`config.mk`:
```
export PLATFORM = sky130hd
export DESIGN_NAME = autoinc_reg_bank
export DESIGN_NICKNAME = d
export VERILOG_FILES = /design/src/rtl/arb_pkg.sv /design/src/rtl/arb_ptr.sv /design/src/rtl/arb_regs.sv /design/src/rtl/autoinc_reg_bank.sv
export SDC_FILE = /design/constraint.sdc
export NUM_CORES = 1
export LEC_CHECK = 0
export ABC_AREA = 1
export BUFFER_PORTS_ARGS = -buffer_cell sky130_fd_sc_hd__buf_2
export CORE_MARGIN = 2
export CORE_UTILIZATION = 60
export DETAILED_ROUTE_END_ITERATION = 8
export PLACE_DENSITY = 0.91
export REMOVE_ABC_BUFFERS = 1
export SLEW_MARGIN = 20
export SYNTH_ARGS = -nofsm -noshare
export SYNTH_HDL_FRONTEND = slang
export SYNTH_SLANG_ARGS = --single-unit
```
`constraint.sdc`:
```
create_clock -name clk -period 3.7 [get_ports clk]
set_clock_uncertainty 0.2 [all_clocks]
set_input_delay 0.185 -clock clk [delete_from_list [all_inputs] [get_ports clk]]
set_output_delay 0.185 -clock clk [all_outputs]
set_load 0.1 [all_outputs]
```
`src/rtl/arb_pkg.sv`:
```
package arb_pkg;
  localparam int unsigned NREG_DEF  = 10;
  localparam int unsigned RO_DEF    = 2;
  localparam int unsigned DW_DEF    = 8;
  localparam int unsigned PW_DEF    = 4;
  // address byte field layout
  localparam int unsigned AI_BIT    = 4;
  localparam int unsigned RSV_LO    = 5;
endpackage

```
`src/rtl/arb_ptr.sv`:
```
module arb_ptr
  import arb_pkg::*;
#(
  parameter int unsigned NREG   = NREG_DEF,
  parameter int unsigned RO_CNT = RO_DEF,
  parameter int unsigned PW     = PW_DEF
) (
  input  logic          clk,
  input  logic          rst_n,
  input  logic          start_i,
  input  logic          stop_i,
  input  logic          addr_vld_i,
  input  logic [7:0]    addr_byte_i,
  input  logic          wr_vld_i,
  input  logic          rd_req_i,
  output logic [PW-1:0] ptr_o,
  output logic          sel_ok_o,
  output logic          in_txn_o,
  output logic          addr_ok_o
);
  localparam logic [PW-1:0] LAST  = PW'(NREG - 1);
  localparam logic [PW-1:0] WFIRST = PW'(RO_CNT);

  logic [PW-1:0] ptr_q;
  logic          ai_q, sel_q, txn_q;
  logic          step;

  assign addr_ok_o = (addr_byte_i[7:RSV_LO] == '0) && (addr_byte_i[PW-1:0] <= LAST);
  assign step      = txn_q && sel_q && ai_q;

  always_ff @(posedge clk) begin
    if (!rst_n) begin
      ptr_q <= '0;
      ai_q  <= 1'b0;
      sel_q <= 1'b0;
      txn_q <= 1'b0;
    end else begin
      if (start_i)     txn_q <= 1'b1;
      else if (stop_i) txn_q <= 1'b0;

      if (txn_q && addr_vld_i) begin
        sel_q <= addr_ok_o;
        if (addr_ok_o) begin
          ptr_q <= addr_byte_i[PW-1:0];
          ai_q  <= addr_byte_i[AI_BIT];
        end
      end else if (step && wr_vld_i) begin
        ptr_q <= (ptr_q == LAST) ? WFIRST : ptr_q + 1'b1;
      end else if (step && rd_req_i) begin
        ptr_q <= (ptr_q == LAST) ? '0 : ptr_q + 1'b1;
      end
    end
  end

  assign ptr_o    = ptr_q;
  assign sel_ok_o = sel_q;
  assign in_txn_o = txn_q;


  wr_wrap_chk: assert property (@(posedge clk) disable iff (!rst_n)
    (step && !addr_vld_i && wr_vld_i && ptr_q == LAST) |=> (ptr_q == WFIRST));

  rd_wrap_chk: assert property (@(posedge clk) disable iff (!rst_n)
    (step && !addr_vld_i && !wr_vld_i && rd_req_i && ptr_q == LAST) |=> (ptr_q == '0));

  hold_ptr_chk: assert property (@(posedge clk) disable iff (!rst_n)
    (!ai_q && !addr_vld_i && (wr_vld_i || rd_req_i)) |=> $stable(ptr_q));

  nosel_hold_chk: assert property (@(posedge clk) disable iff (!rst_n)
    (!sel_q && !addr_vld_i) |=> $stable(ptr_q));
endmodule

```
`src/rtl/arb_regs.sv`:
```
module arb_regs
  import arb_pkg::*;
#(
  parameter int unsigned NREG   = NREG_DEF,
  parameter int unsigned RO_CNT = RO_DEF,
  parameter int unsigned DW     = DW_DEF,
  parameter int unsigned PW     = PW_DEF
) (
  input  logic                 clk,
  input  logic                 rst_n,
  input  logic                 we_i,
  input  logic [PW-1:0]        ptr_i,
  input  logic [DW-1:0]        wdata_i,
  input  logic [RO_CNT*DW-1:0] ext_i,
  output logic [DW-1:0]        rdata_o
);
  logic [NREG-1:RO_CNT][DW-1:0] store_q;
  logic [DW-1:0]                loc [NREG];

  for (genvar g = 0; g < NREG; g++) begin : g_loc
    if (g < RO_CNT) begin : g_ro
      assign loc[g] = ext_i[g*DW +: DW];
    end else begin : g_rw
      always_ff @(posedge clk) begin
        if (!rst_n)                           store_q[g] <= '0;
        else if (we_i && ptr_i == PW'(g))     store_q[g] <= wdata_i;
      end
      assign loc[g] = store_q[g];
    end
  end

  always_comb begin
    rdata_o = '0;
    for (int i = 0; i < NREG; i++)
      if (ptr_i == PW'(i)) rdata_o = loc[i];
  end


  ro_protect_chk: assert property (@(posedge clk) disable iff (!rst_n)
    (we_i && ptr_i < PW'(RO_CNT)) |=> $stable(store_q));

  wr_store_chk: assert property (@(posedge clk) disable iff (!rst_n)
    (we_i && ptr_i >= PW'(RO_CNT) && ptr_i < PW'(NREG)) |=> (rdata_o == $past(wdata_i) || ptr_i != $past(ptr_i)));
endmodule

```
`src/rtl/autoinc_reg_bank.sv`:
```
module autoinc_reg_bank
  import arb_pkg::*;
#(
  parameter int unsigned NREG   = NREG_DEF,
  parameter int unsigned RO_CNT = RO_DEF,
  parameter int unsigned DW     = DW_DEF,
  parameter int unsigned PW     = PW_DEF
) (
  input  logic                 clk,
  input  logic                 rst_n,
  input  logic                 start_i,
  input  logic                 stop_i,
  input  logic                 addr_vld_i,
  input  logic                 wr_vld_i,
  input  logic [7:0]           byte_i,
  input  logic                 rd_req_i,
  input  logic [RO_CNT*DW-1:0] in_pins_i,
  output logic                 ack_o,
  output logic                 rd_valid_o,
  output logic [DW-1:0]        rd_data_o
);
  logic [PW-1:0] ptr;
  logic          sel_ok, in_txn, addr_ok;
  logic [DW-1:0] mux_data;

  arb_ptr #(.NREG(NREG), .RO_CNT(RO_CNT), .PW(PW)) u_ptr (
    .clk, .rst_n, .start_i, .stop_i, .addr_vld_i,
    .addr_byte_i(byte_i), .wr_vld_i, .rd_req_i,
    .ptr_o(ptr), .sel_ok_o(sel_ok), .in_txn_o(in_txn), .addr_ok_o(addr_ok)
  );

  arb_regs #(.NREG(NREG), .RO_CNT(RO_CNT), .DW(DW), .PW(PW)) u_regs (
    .clk, .rst_n,
    .we_i(in_txn && sel_ok && wr_vld_i && !addr_vld_i),
    .ptr_i(ptr), .wdata_i(byte_i[DW-1:0]), .ext_i(in_pins_i),
    .rdata_o(mux_data)
  );

  assign ack_o      = in_txn && ((addr_vld_i && addr_ok) || (wr_vld_i && sel_ok));
  assign rd_valid_o = in_txn && rd_req_i;
  assign rd_data_o  = (rd_valid_o && sel_ok) ? mux_data : '0;


  rsv_nack_chk: assert property (@(posedge clk) disable iff (!rst_n)
    (addr_vld_i && byte_i[7:RSV_LO] != '0) |-> !ack_o);

  idle_quiet_chk: assert property (@(posedge clk) disable iff (!rst_n)
    !in_txn |-> (!ack_o && !rd_valid_o));

  nosel_zero_chk: assert property (@(posedge clk) disable iff (!rst_n)
    (!sel_ok && rd_req_i) |-> (rd_data_o == '0));
endmodule

```
# Word level (Yosys, flattened, before mapping)

Index checks and enable logic that the tools add are counted.
W data, S select, Z words.

Add/sub/neg operators: 1
Multiply operators: 0
Div/mod/pow operators: 0
Order comparisons: 1
Equal/unequal tests: 10
Shifts and indexed selects: 0
Multiplexer cells: 19
Bitwise operators: 0
Reductions and logical operators: 29

Operator list:

| cell                  | count |
|---|---|
| $mux W8               | 11 |
| $mux W4               | 6 |
| $logic_and A1 B1 Y1   | 21 |
| $eq A4 B3 Y1 const B  | 4 |
| $eq A4 B2 Y1 const B  | 2 |
| $eq A4 B4 Y1 const B  | 2 |
| $add A4 B1 Y4 const B | 1 |
| $eq A4 B1 Y1 const B  | 1 |
| $le A4 B4 Y1 const B  | 1 |
| $logic_not A4 Y1      | 1 |
| $reduce_and A2 Y1     | 2 |
| $logic_not A3 Y1      | 1 |
| $reduce_bool A3 Y1    | 1 |
| $mux W1               | 2 |
| $ne A2 B2 Y1 const B  | 1 |
| $reduce_bool A2 Y1    | 1 |
| $logic_not A1 Y1      | 1 |
| $logic_or A1 B1 Y1    | 1 |

Register bits after elaboration: 71
Latch bits: 0
Bits in writable memories: 0
Bits in read-only memories: 0
Bits of input ports: 31
Output and inout port bits: 10
Word-level logic and storage cells: 72
Memories kept: 0

# Longest topological paths before layout

Gate-level depths: netlist of the first run.

Word-level depth: 12
Mapped depth: 16
Depth with buffers taken out: 14

# Modules after synthesis

Synthesis of the first run repeated with hierarchy kept, for this count alone.

Cell total of the unflattened synthesis: 544
Area, all modules: 3,642.2 µm²

By module, submodules not included:

| module           | instances | cells an instance | area an instance (µm²) | seq. area each (µm²) |
|---|---|---|---|---|
| arb_regs         | 1         | 442               | 3,050.4                | 1,281.2 |
| arb_ptr          | 1         | 79                | 489.2                  | 140.1 |
| autoinc_reg_bank | 1         | 23                | 102.6                  | 0.0 |

# Worst setup path before layout of the first run

No wires, ideal clock.

Path kind: register to output
Start point: register u_ptr.txn_q, in the netlist u_ptr.in_txn_o
End point: output rd_data_o[6]
Arrival: 3,036 ps
Data required time: 3,315 ps
Path slack: 279 ps
Stages on the path, launching flop included: 6
Buffers on the path: 0
Cells stage by stage: dfxtp_1 nand2_1 inv_1 nand2_1 o21bai_1 a21oi_1

Word-level cells in the longest chain between the ends: 3

RTL lines:

| what                   | line                   | RTL |
|---|---|---|
| start, declared        | arb_ptr.sv:25          | `logic ai_q, sel_q, txn_q;` |
| start signal, assigned | arb_ptr.sv:36          | `txn_q <= 1'b0;` |
| start signal, assigned | arb_ptr.sv:38          | `if (start_i) txn_q <= 1'b1;` |
| start signal, assigned | arb_ptr.sv:39          | `else if (stop_i) txn_q <= 1'b0;` |
| $logic_and A1 B1 Y1    | autoinc_reg_bank.sv:40 | `assign rd_valid_o = in_txn && rd_req_i;` |
| named net rd_valid_o   | autoinc_reg_bank.sv:19 | `output logic rd_valid_o,` |
| $logic_and A1 B1 Y1    | autoinc_reg_bank.sv:41 | `assign rd_data_o = (rd_valid_o && sel_ok) ? mux_data : '0;` |
| $mux W8                | autoinc_reg_bank.sv:41 |  |
| end, declared          | autoinc_reg_bank.sv:20 | `output logic [DW-1:0] rd_data_o` |

The timed path passes the listed nets, and every way through them passes these cells.

# Final worst setup path of the first run

Start point: register u_ptr.ptr_q[1], in the netlist u_ptr.ptr_o[1]
End point: output rd_data_o[2]

Word-level cells in the longest chain between the ends: 12
Elaborated cells on any way between the ends: 21
Classes of those cells: eq/ne: 9; mux: 11; reduce/logical: 1

RTL lines:

| what                   | line                   | RTL |
|---|---|---|
| start, declared        | arb_ptr.sv:24          | `logic [PW-1:0] ptr_q;` |
| start signal, assigned | arb_ptr.sv:44          | `ptr_q <= addr_byte_i[PW-1:0];` |
| start signal, assigned | arb_ptr.sv:48          | `ptr_q <= (ptr_q == LAST) ? WFIRST : ptr_q + 1'b1;` |
| start signal, assigned | arb_ptr.sv:50          | `ptr_q <= (ptr_q == LAST) ? '0 : ptr_q + 1'b1;` |
| $logic_not A4 Y1       | arb_regs.sv:35         | `if (ptr_i == PW'(i)) rdata_o = loc[i];` |
| $mux W8 (9 in a row)   | arb_regs.sv:35         |  |
| $mux W8 (*)            | arb_regs.sv:35         |  |
| $mux W8 (*)            | autoinc_reg_bank.sv:41 |  |

Mark *: on every way between the ends. The rest lies on a longest branch, timed or not.

==> impl_metrics.env, run 1 <==
export IMPL_final_nets=660
export IMPL_path_max_fanout=18
export IMPL_initial_utilization=0.631
export IMPL_clk_pin_slew_ps=80
export IMPL_insertion_delay_ps=360
export IMPL_gp_congestion=0.831
export IMPL_netlist_top_cell_by_area="dfxtp_1"
export IMPL_hold_viol=0
export IMPL_period_needed_ps=3260
export IMPL_wire_per_inst_um=14.2
export IMPL_worst_setup_path_start_kind="register"
export IMPL_synth_top_area_share=0.374
export IMPL_synth_cell_types=31
export IMPL_required_ps=3310
export IMPL_antenna_found_initial=0
export IMPL_synth_seq_cells=71
export IMPL_cts_buffer_depth=2
export IMPL_fmax_mhz=307
export IMPL_crit_buf_inv=5
export IMPL_cp_top_family="buffers and inverters"
export IMPL_cp_arrival_ps=2870
export IMPL_coreArea_um2=6030
export IMPL_drc_errors=0
export IMPL_critPathCaptureType="primary output"
export IMPL_die_w_um=83.6
export IMPL_postLayoutCoreUtil=0.692
export IMPL_via_count=3864
export IMPL_ant_nets=0
export IMPL_slew_viol_final=0
export IMPL_synth_area_leaders="dfxtp_1 (37%), nor2_1 (13%), nand2_1 (11%), o21ai_0 (8.3%), nand3_1 (6.3%)"
export IMPL_setup_tns_ps=0
export IMPL_cpPeakStageDelay_ps=520
export IMPL_seq_area_frac_synth=0.374
export IMPL_rsz0062_at_grt="false"
export IMPL_wirelength_mm=10.0
export IMPL_status="finished clean"
export IMPL_gr_total_overflow=0
export IMPL_grt_pass1_vias=3532
export IMPL_hold_class="input port to register"
export IMPL_grt_first_pass_wirelength_mm=16.5
export IMPL_numClockSinks=71
export IMPL_die_area_um2=6990
export IMPL_htree_num_levels=3
export IMPL_drive_above_1_share=0.122
export IMPL_numCtsBuffers=9
export IMPL_hpwl_mm=6.60
export IMPL_die_y_um=83.6
export IMPL_setup_worst_path_class="register to primary output"
export IMPL_layout_setup_ws_ps=445
export IMPL_relSlewSlack=0.322
export IMPL_cpMostUsedCell="nand2_1"
export IMPL_postSynthAreaPerCell_um2=6.28
export IMPL_ios=41
export IMPL_cp_slowest_cell="ha_1"
export IMPL_vdd_drop_max_mv=0.270
export IMPL_rows=28
export IMPL_cap_violations=0
export IMPL_grt_max_degree=69
export IMPL_post_route_period_util=0.880
export IMPL_first_iter_violations=375
export IMPL_worst_slew_pin_slew_ps=1020
export IMPL_cts_tree="done"
export IMPL_setup_viol_count_final=0
export IMPL_dp_slack_ps=890
export IMPL_netlist_instances=605
export IMPL_antenna_cells=0
export IMPL_dr_pass1_iters=5
export IMPL_portBuffers=40
export IMPL_worstPathCellList="inv_1, ha_1, nand3_1, inv_2, nand2_1, nand2_1, inv_1, nand2_1, nand3_1, nand3_1, nand2_1, inv_1, buf_2"
export IMPL_p_leak_nw=2.15
export IMPL_power_density_nw_per_um2=377
export IMPL_track_usage=0.291
export IMPL_routed_via_density=5.48
export IMPL_synth_area_um2=3800
export IMPL_total_power_mw=1.57
export IMPL_synth_warnings=0
export IMPL_syn_to_final_growth_pct=9.75
export IMPL_cts_root_buf="clkbuf_8"
==> cell usage in the layout (no fill, tap or decap), types with 3 or more instances in the layout <==
master    count
inv_2         9
dfxtp_1      71
clkinv_1      3
o21ai_1       4
nand2_1     116
inv_1        61
o22ai_1       3
buf_2        40
o21ai_0      63
nand3b_1      7
or2_1         3
a21oi_1      31
ha_1          4
nor2_1      130
nand3_1      48
or2_2         5
clkbuf_8      9
==> worst register-to-register path, cell delays in order, from the launching register on <==
cell and delay (ps):
dfxtp_1 360, inv_1 110, ha_1 520, nand2_1 540, nor2_1 630, inv_1 200, nor2_1 130, nor2_1 70
==> flip-flops by register name (all words and copies together) (netlist names) <==
name / flops
u_regs.loc: 64
u_ptr.ai_q: 1
u_ptr.ptr_o: 4
u_ptr.in_txn_o: 1
u_ptr.sel_ok_o: 1
==> repair_timing <==
item                      in CTS  in global routing
hold endpoints to repair       1                  0
buffers inserted               0                  0
hold buffers                   2                  0
resized for setup              0                  0
==> area by class of cell <==
class                           instances  area, µm²
Multi-Input combinational cell        428       1940
Fill cell                             520       1860
Sequential cell                        71       1420
Inverter                               73        274
Timing Repair Buffer                   42        220
Clock buffer                            9        124
Clock inverter                          7       95.1
Tap cell                               75       93.8
==> worst paths after layout <==
check,start,endpoint,slack (ps),cells past startpoint
setup reg to reg,u_ptr.ptr_o[1],u_regs.loc[1],840,7
setup / recovery,u_ptr.ptr_o[1],rd_data_o[2],440,13
hold / removal,byte_i[7],u_regs.loc[47],20,3
hold reg to reg,u_ptr.ai_q,u_ptr.ai_q,280,2
==> per-stage QoR <==
stage,std cells,hold WS [ps],area [µm²]
floorplan,572,102,3640
global placement,687,194,3930
detailed placement,687,203,3930
CTS,705,18.7,4170
global route,705,24.5,4170
finish,705,19.9,4170
==> cells in the mapped netlist (all sizes together) <==
library cell,number
o21ai,67
a21oi,31
clkinv,3
nand3,48
nand3b,7
clkbuf,10
a41oi,1
o22ai,3
o21a,1
nand2,119
nor3,2
buf,23
xnor2,1
xor2,1
o21bai,1
inv,70
nor2,133
ha,4
dfxtp,71
or2,9
==> routing by layer <==
metal	up-vias	global-route usage	wire, µm
li1	1933	-	-
met1	1707	0.368	4070
met2	196	0.491	4910
met3	28	0.0425	800
met4	0	0.130	241
met5	-	0	0
==> power by group <==
group	internal, mW	leakage (nW)	switching [mW]
Sequential	0.764	0.572	0.00139
Clock	0.382	0.110	0.323
Combinational	0.0329	1.46	0.0697
Total	1.18	2.15	0.394
==> kinds of logic after synthesis <==
| group | after synthesis | synth area share |
|---|---|---|
| adders and majority gates | 4 | 0.0132 |
| xor gates and xnor gates | 2 | 0.00461 |
| DFF | 71 | 0.374 |
| AOI/OAI and AO/OA | 104 | 0.140 |
| and+or+nand+nor | 318 | 0.353 |
| buffers and inverters | 106 | 0.115 |
Note: power is estimated with default switching activity, not from simulation.
==> run 2: changes to the inputs <==
- CORE_UTILIZATION: 60 -> 63
- PLACE_DENSITY: 0.91 -> 0.95
==> run 2 against run 1 <==
Net effect: non-clock buffer count unchanged; sequential power about the same; critical path type unchanged; first-iteration DRC count shrank 1.1%; combinational power is essentially flat; sequential cell count unchanged; global-route usage grew 2.3 points; cell count stayed put; via count shrank 0.23%.
==> impl_metrics.env, run 2 (synthesis results as in run 1) <==
export IMPL_wl_met2_mm=4.55
export IMPL_critPathCaptureType="primary output"
export IMPL_gr_total_overflow=0
export IMPL_path_max_fanout=18
export IMPL_relSlewSlack=0.336
export IMPL_mostFrequentLayoutCells="nor2_1 (130), nand2_1 (116), dfxtp_1 (71), o21ai_0 (63), inv_1 (61)"
export IMPL_wirelength_mm=9.59
export IMPL_die_y_um=81.7
export IMPL_hpwl_mm=6.40
export IMPL_status="finished clean"
export IMPL_worst_setup_path_start_kind="register"
export IMPL_p_leak_nw=2.14
export IMPL_holdWs_ps=36.8
export IMPL_cp_arrival_ps=2870
export IMPL_cpMostUsedCell="nand2_1"
export IMPL_fmax_mhz=307
export IMPL_drc_errors=0
export IMPL_total_power_mw=1.56
export IMPL_grt_max_degree=69
export IMPL_routed_wl_met3_um=804
export IMPL_antenna_cells=0
export IMPL_r2r_start="u_ptr.ptr_o[1]"
export IMPL_post_cts_setup_buffer_count=0
export IMPL_crit_buf_inv=5
export IMPL_die_w_um=81.7
export IMPL_setup_tns_ps=0
export IMPL_syn_to_final_growth_pct=9.78
export IMPL_setup_viol_count_final=0
export IMPL_die_area_um2=6670
export IMPL_ant_nets=0
export IMPL_post_route_period_util=0.880
export IMPL_worst_slew_pin_slew_ps=996
export IMPL_final_nets=660
export IMPL_power_density_nw_per_um2=373
export IMPL_first_iter_violations=371
export IMPL_cp_slowest_cell="ha_1"
export IMPL_clk_pin_slew_ps=80
export IMPL_grt_pass1_vias=3588
export IMPL_fillCellCount=507
export IMPL_hold_class="input port to register"
export IMPL_top_layer="met4"
export IMPL_cap_violations=0
export IMPL_setup_worst_path_class="register to primary output"
export IMPL_insertion_delay_ps=350
export IMPL_hp_start="byte_i[5]"
export IMPL_dr_pass1_iters=5
export IMPL_htree_num_levels=3
export IMPL_hold_buffers=2
export IMPL_grt_first_pass_wirelength_mm=15.9
export IMPL_rows=28
export IMPL_ctsResizeCount=0
export IMPL_slew_viol_final=0
export IMPL_cts_tree="done"
export IMPL_antenna_found_initial=0
export IMPL_layout_setup_ws_ps=444
export IMPL_numCtsBuffers=9
export IMPL_wire_per_inst_um=13.6
export IMPL_portBuffers=40
export IMPL_routed_via_density=5.47
export IMPL_instances_no_fill=705
export IMPL_drt_met1_wl_mm=3.88
export IMPL_numClockSinks=71
export IMPL_initial_utilization=0.646
export IMPL_track_usage=0.314
export IMPL_largest_reg_flops=64
export IMPL_gp_congestion=0.838
export IMPL_vdd_drop_max_mv=0.338
export IMPL_cts_root_buf="clkbuf_8"
export IMPL_via_count=3855
export IMPL_cts_buffer_depth=2
export IMPL_rsz0062_at_grt="false"
export IMPL_cp_top_family="buffers and inverters"
export IMPL_coreArea_um2=5890
export IMPL_layout_commonest_cell="nor2_1"
export IMPL_ios=41
export IMPL_drive_above_1_share=0.121
export IMPL_worstPathCellList="inv_1, ha_1, nand3_1, inv_2, nand2_1, nand2_1, inv_1, nand2_1, nand3_1, nand3_1, nand2_1, inv_1, buf_2"
export IMPL_placed_cells_incl_taps=687
export IMPL_cpPeakStageDelay_ps=540
export IMPL_required_ps=3310
export IMPL_period_needed_ps=3260
export IMPL_dp_slack_ps=872
export IMPL_timing_critical_path_from="u_ptr.ptr_o[1]"
export IMPL_hold_viol=0
run 2: final cells by class:
type                       count  area (µm²)  share of cell area
clock buffer                  10         128              0.0306
clock inverter                 6        92.6              0.0222
inverter                      73         274              0.0657
multi-input combinational    428        1940               0.466
sequential                    71        1420               0.341
tap                           75        93.8              0.0225
timing repair buffer          42         220              0.0528
run 2: worst paths after layout:
check                                      end  slack [ps]  cells past startpoint
worst max-delay path              rd_data_o[2]         440                     13
worst min register to register  u_regs.loc[12]         290                      2
worst min-delay path            u_regs.loc[29]          40                      3
worst max register to register   u_regs.loc[5]         840                      7
run 2: layer usage:
metal,global-route usage,vias to the layer above
met5,0,-
met4,0.142,0
met3,0.0703,35
met2,0.540,174
met1,0.374,1719
li1,-,1927
run 2: worst register-to-register path, delay by kind of cell, from the launching register on:
family        cells  cell delay [ps]
simple gates      4             1370
fa+ha+maj         1              540
flops             1              360
buf+inv           2              290
run 2: per-stage QoR:
stage               cell area [µm²]   util
detailed placement             3930  0.668
floorplan                      3640      -
CTS                            4170  0.709
global placement               3930  0.668
finish                         4170  0.709
global route                   4170  0.709
run 2: power by group:
group	internal [mW]	switching [mW]	total [mW]	leakage, nW
Sequential	0.765	0.00142	0.766	0.572
Clock	0.383	0.306	0.689	0.103
Combinational	0.0328	0.0700	0.103	1.46
==> run 3: changes to the inputs <==
==> constraint.sdc (replaced) <==
create_clock -name clk -period 3.7 [get_ports clk]
set_clock_uncertainty 0.2 [all_clocks]
set_input_delay 0.555 -clock clk [delete_from_list [all_inputs] [get_ports clk]]
set_output_delay 0.555 -clock clk [all_outputs]
set_load 0.1 [all_outputs]
==> run 3 against run 2 <==
Net effect: combinational power about the same; first-iteration DRC count shrank 0.81%; die area is the same; register-to-register slack improved by 190 ps; global-route usage rose by 0.28 points; worst hold slack improved by 180 ps; cell count shrank 0.14%; non-clock buffer count fell by 1; sequential power hardly changed; sequential cell count stayed put.
==> impl_metrics.env, run 3 (synthesis results as in run 1) <==
export IMPL_cp_arrival_ps=2730
export IMPL_status="finished clean"
export IMPL_rsz0062_at_grt="false"
export IMPL_hold_path_depth=3
export IMPL_track_usage=0.317
export IMPL_drive_above_1_share=0.126
export IMPL_worst_slew_pin_slew_ps=1010
export IMPL_rows=28
export IMPL_wire_per_inst_um=14.0
export IMPL_final_nets=659
export IMPL_hpwl_mm=6.68
export IMPL_fmax_mhz=287
export IMPL_antenna_found_initial=0
export IMPL_post_route_period_util=0.941
export IMPL_grt_pass1_vias=3553
export IMPL_holdWs_ps=212
export IMPL_vdd_drop_max_mv=0.294
export IMPL_dp_slack_ps=565
export IMPL_placed_cells_incl_taps=688
export IMPL_cts_root_buf="clkbuf_8"
export IMPL_syn_to_final_growth_pct=8.92
export IMPL_die_y_um=81.7
export IMPL_ctsResizeCount=0
export IMPL_initial_utilization=0.646
export IMPL_routed_via_density=5.51
export IMPL_ios=41
export IMPL_via_count=3880
export IMPL_gp_congestion=0.867
export IMPL_critPathCaptureType="primary output"
export IMPL_timing_critical_path_from="u_ptr.ptr_o[0]"
export IMPL_instances_no_fill=704
export IMPL_clk_pin_slew_ps=80
export IMPL_mostFrequentLayoutCells="nor2_1 (130), nand2_1 (116), dfxtp_1 (71), o21ai_0 (63), inv_1 (61)"
export IMPL_post_cts_setup_buffer_count=0
export IMPL_power_density_nw_per_um2=361
export IMPL_cap_violations=0
export IMPL_grt_max_degree=69
export IMPL_relSlewSlack=0.326
export IMPL_hold_class="input port to register"
export IMPL_hold_buffers=0
export IMPL_numCtsBuffers=9
export IMPL_r2r_start="u_ptr.ptr_o[1]"
export IMPL_cts_tree="done"
export IMPL_path_max_fanout=15
export IMPL_wirelength_mm=9.88
export IMPL_ant_nets=0
export IMPL_layout_setup_ws_ps=218
export IMPL_hold_viol=0
export IMPL_drc_errors=0
export IMPL_antenna_cells=0
export IMPL_postLayoutCoreUtil=0.703
export IMPL_fillCellCount=472
export IMPL_insertion_delay_ps=350
export IMPL_setup_worst_path_class="register to primary output"
export IMPL_p_leak_nw=2.13
export IMPL_cts_buffer_depth=2
export IMPL_numClockSinks=71
export IMPL_slew_viol_final=0
export IMPL_coreArea_um2=5890
export IMPL_period_needed_ps=3480
export IMPL_dr_pass1_iters=6
export IMPL_setup_viol_count_final=0
export IMPL_portBuffers=40
export IMPL_layout_commonest_cell="nor2_1"
export IMPL_rr_worst_depth=7
export IMPL_worst_setup_path_start_kind="register"
export IMPL_htree_num_levels=3
export IMPL_die_area_um2=6670
export IMPL_required_ps=2940
export IMPL_gr_total_overflow=0
export IMPL_first_iter_violations=368
export IMPL_hp_start="start_i"
export IMPL_grt_first_pass_wirelength_mm=16.1
export IMPL_die_w_um=81.7
export IMPL_largest_reg_flops=64
==> run 3: worst max-delay path: stages, from the launching register on <==
cell     delay, ps
dfxtp_1        360
inv_1          130
ha_1           390
inv_1          160
nor2_2         160
inv_2          130
nand2_1        110
inv_2           40
nand2_1         70
nand2_1         60
nand2_1         60
nand3_1         70
nand3_1        110
nand2_1         50
inv_1           50
buf_2          410
==> run 3: worst paths after layout <==
check                        end  slack, ps
setup / recovery    rd_data_o[3]        220
hold / removal    u_ptr.in_txn_o        210
setup reg to reg   u_regs.loc[7]       1030
hold reg to reg   u_ptr.sel_ok_o        290
==> run 3: layout make-up <==
| class | instances | area [µm²] | area share |
|---|---|---|---|
| multi-input combinational | 428 | 1940 | 0.470 |
| clock inverter | 7 | 73.8 | 0.0178 |
| tap | 75 | 93.8 | 0.0227 |
| clock buffer | 9 | 124 | 0.0299 |
| inverter | 73 | 274 | 0.0662 |
| sequential | 71 | 1420 | 0.343 |
| timing repair buffer | 41 | 208 | 0.0502 |
==> run 3: metal layers <==
layer	vias up	GRT usage	wire [µm]
li1	1928	-	-
met2	191	0.529	4600
met5	-	0	0
met4	0	0.140	314
met3	29	0.0692	796
met1	1732	0.393	4170
==> run 3: per-stage QoR <==
step	cell area, µm²	setup TNS (ps)	power, mW
2_1_floorplan	3640	-303	0.832
3_3_place_gp	3940	0	0.879
3_5_place_dp	3940	0	0.882
4_1_cts	4140	0	1.49
5_1_grt	4140	0	1.54
6_report	4140	0	1.49
==> run 3: power breakdown <==
part / switching [mW] / internal (mW) / total (mW)
registers: 0.00140 / 0.764 / 0.766
logic: 0.0703 / 0.0313 / 0.102
clock network: 0.314 / 0.312 / 0.626
total: 0.386 / 1.11 / 1.49
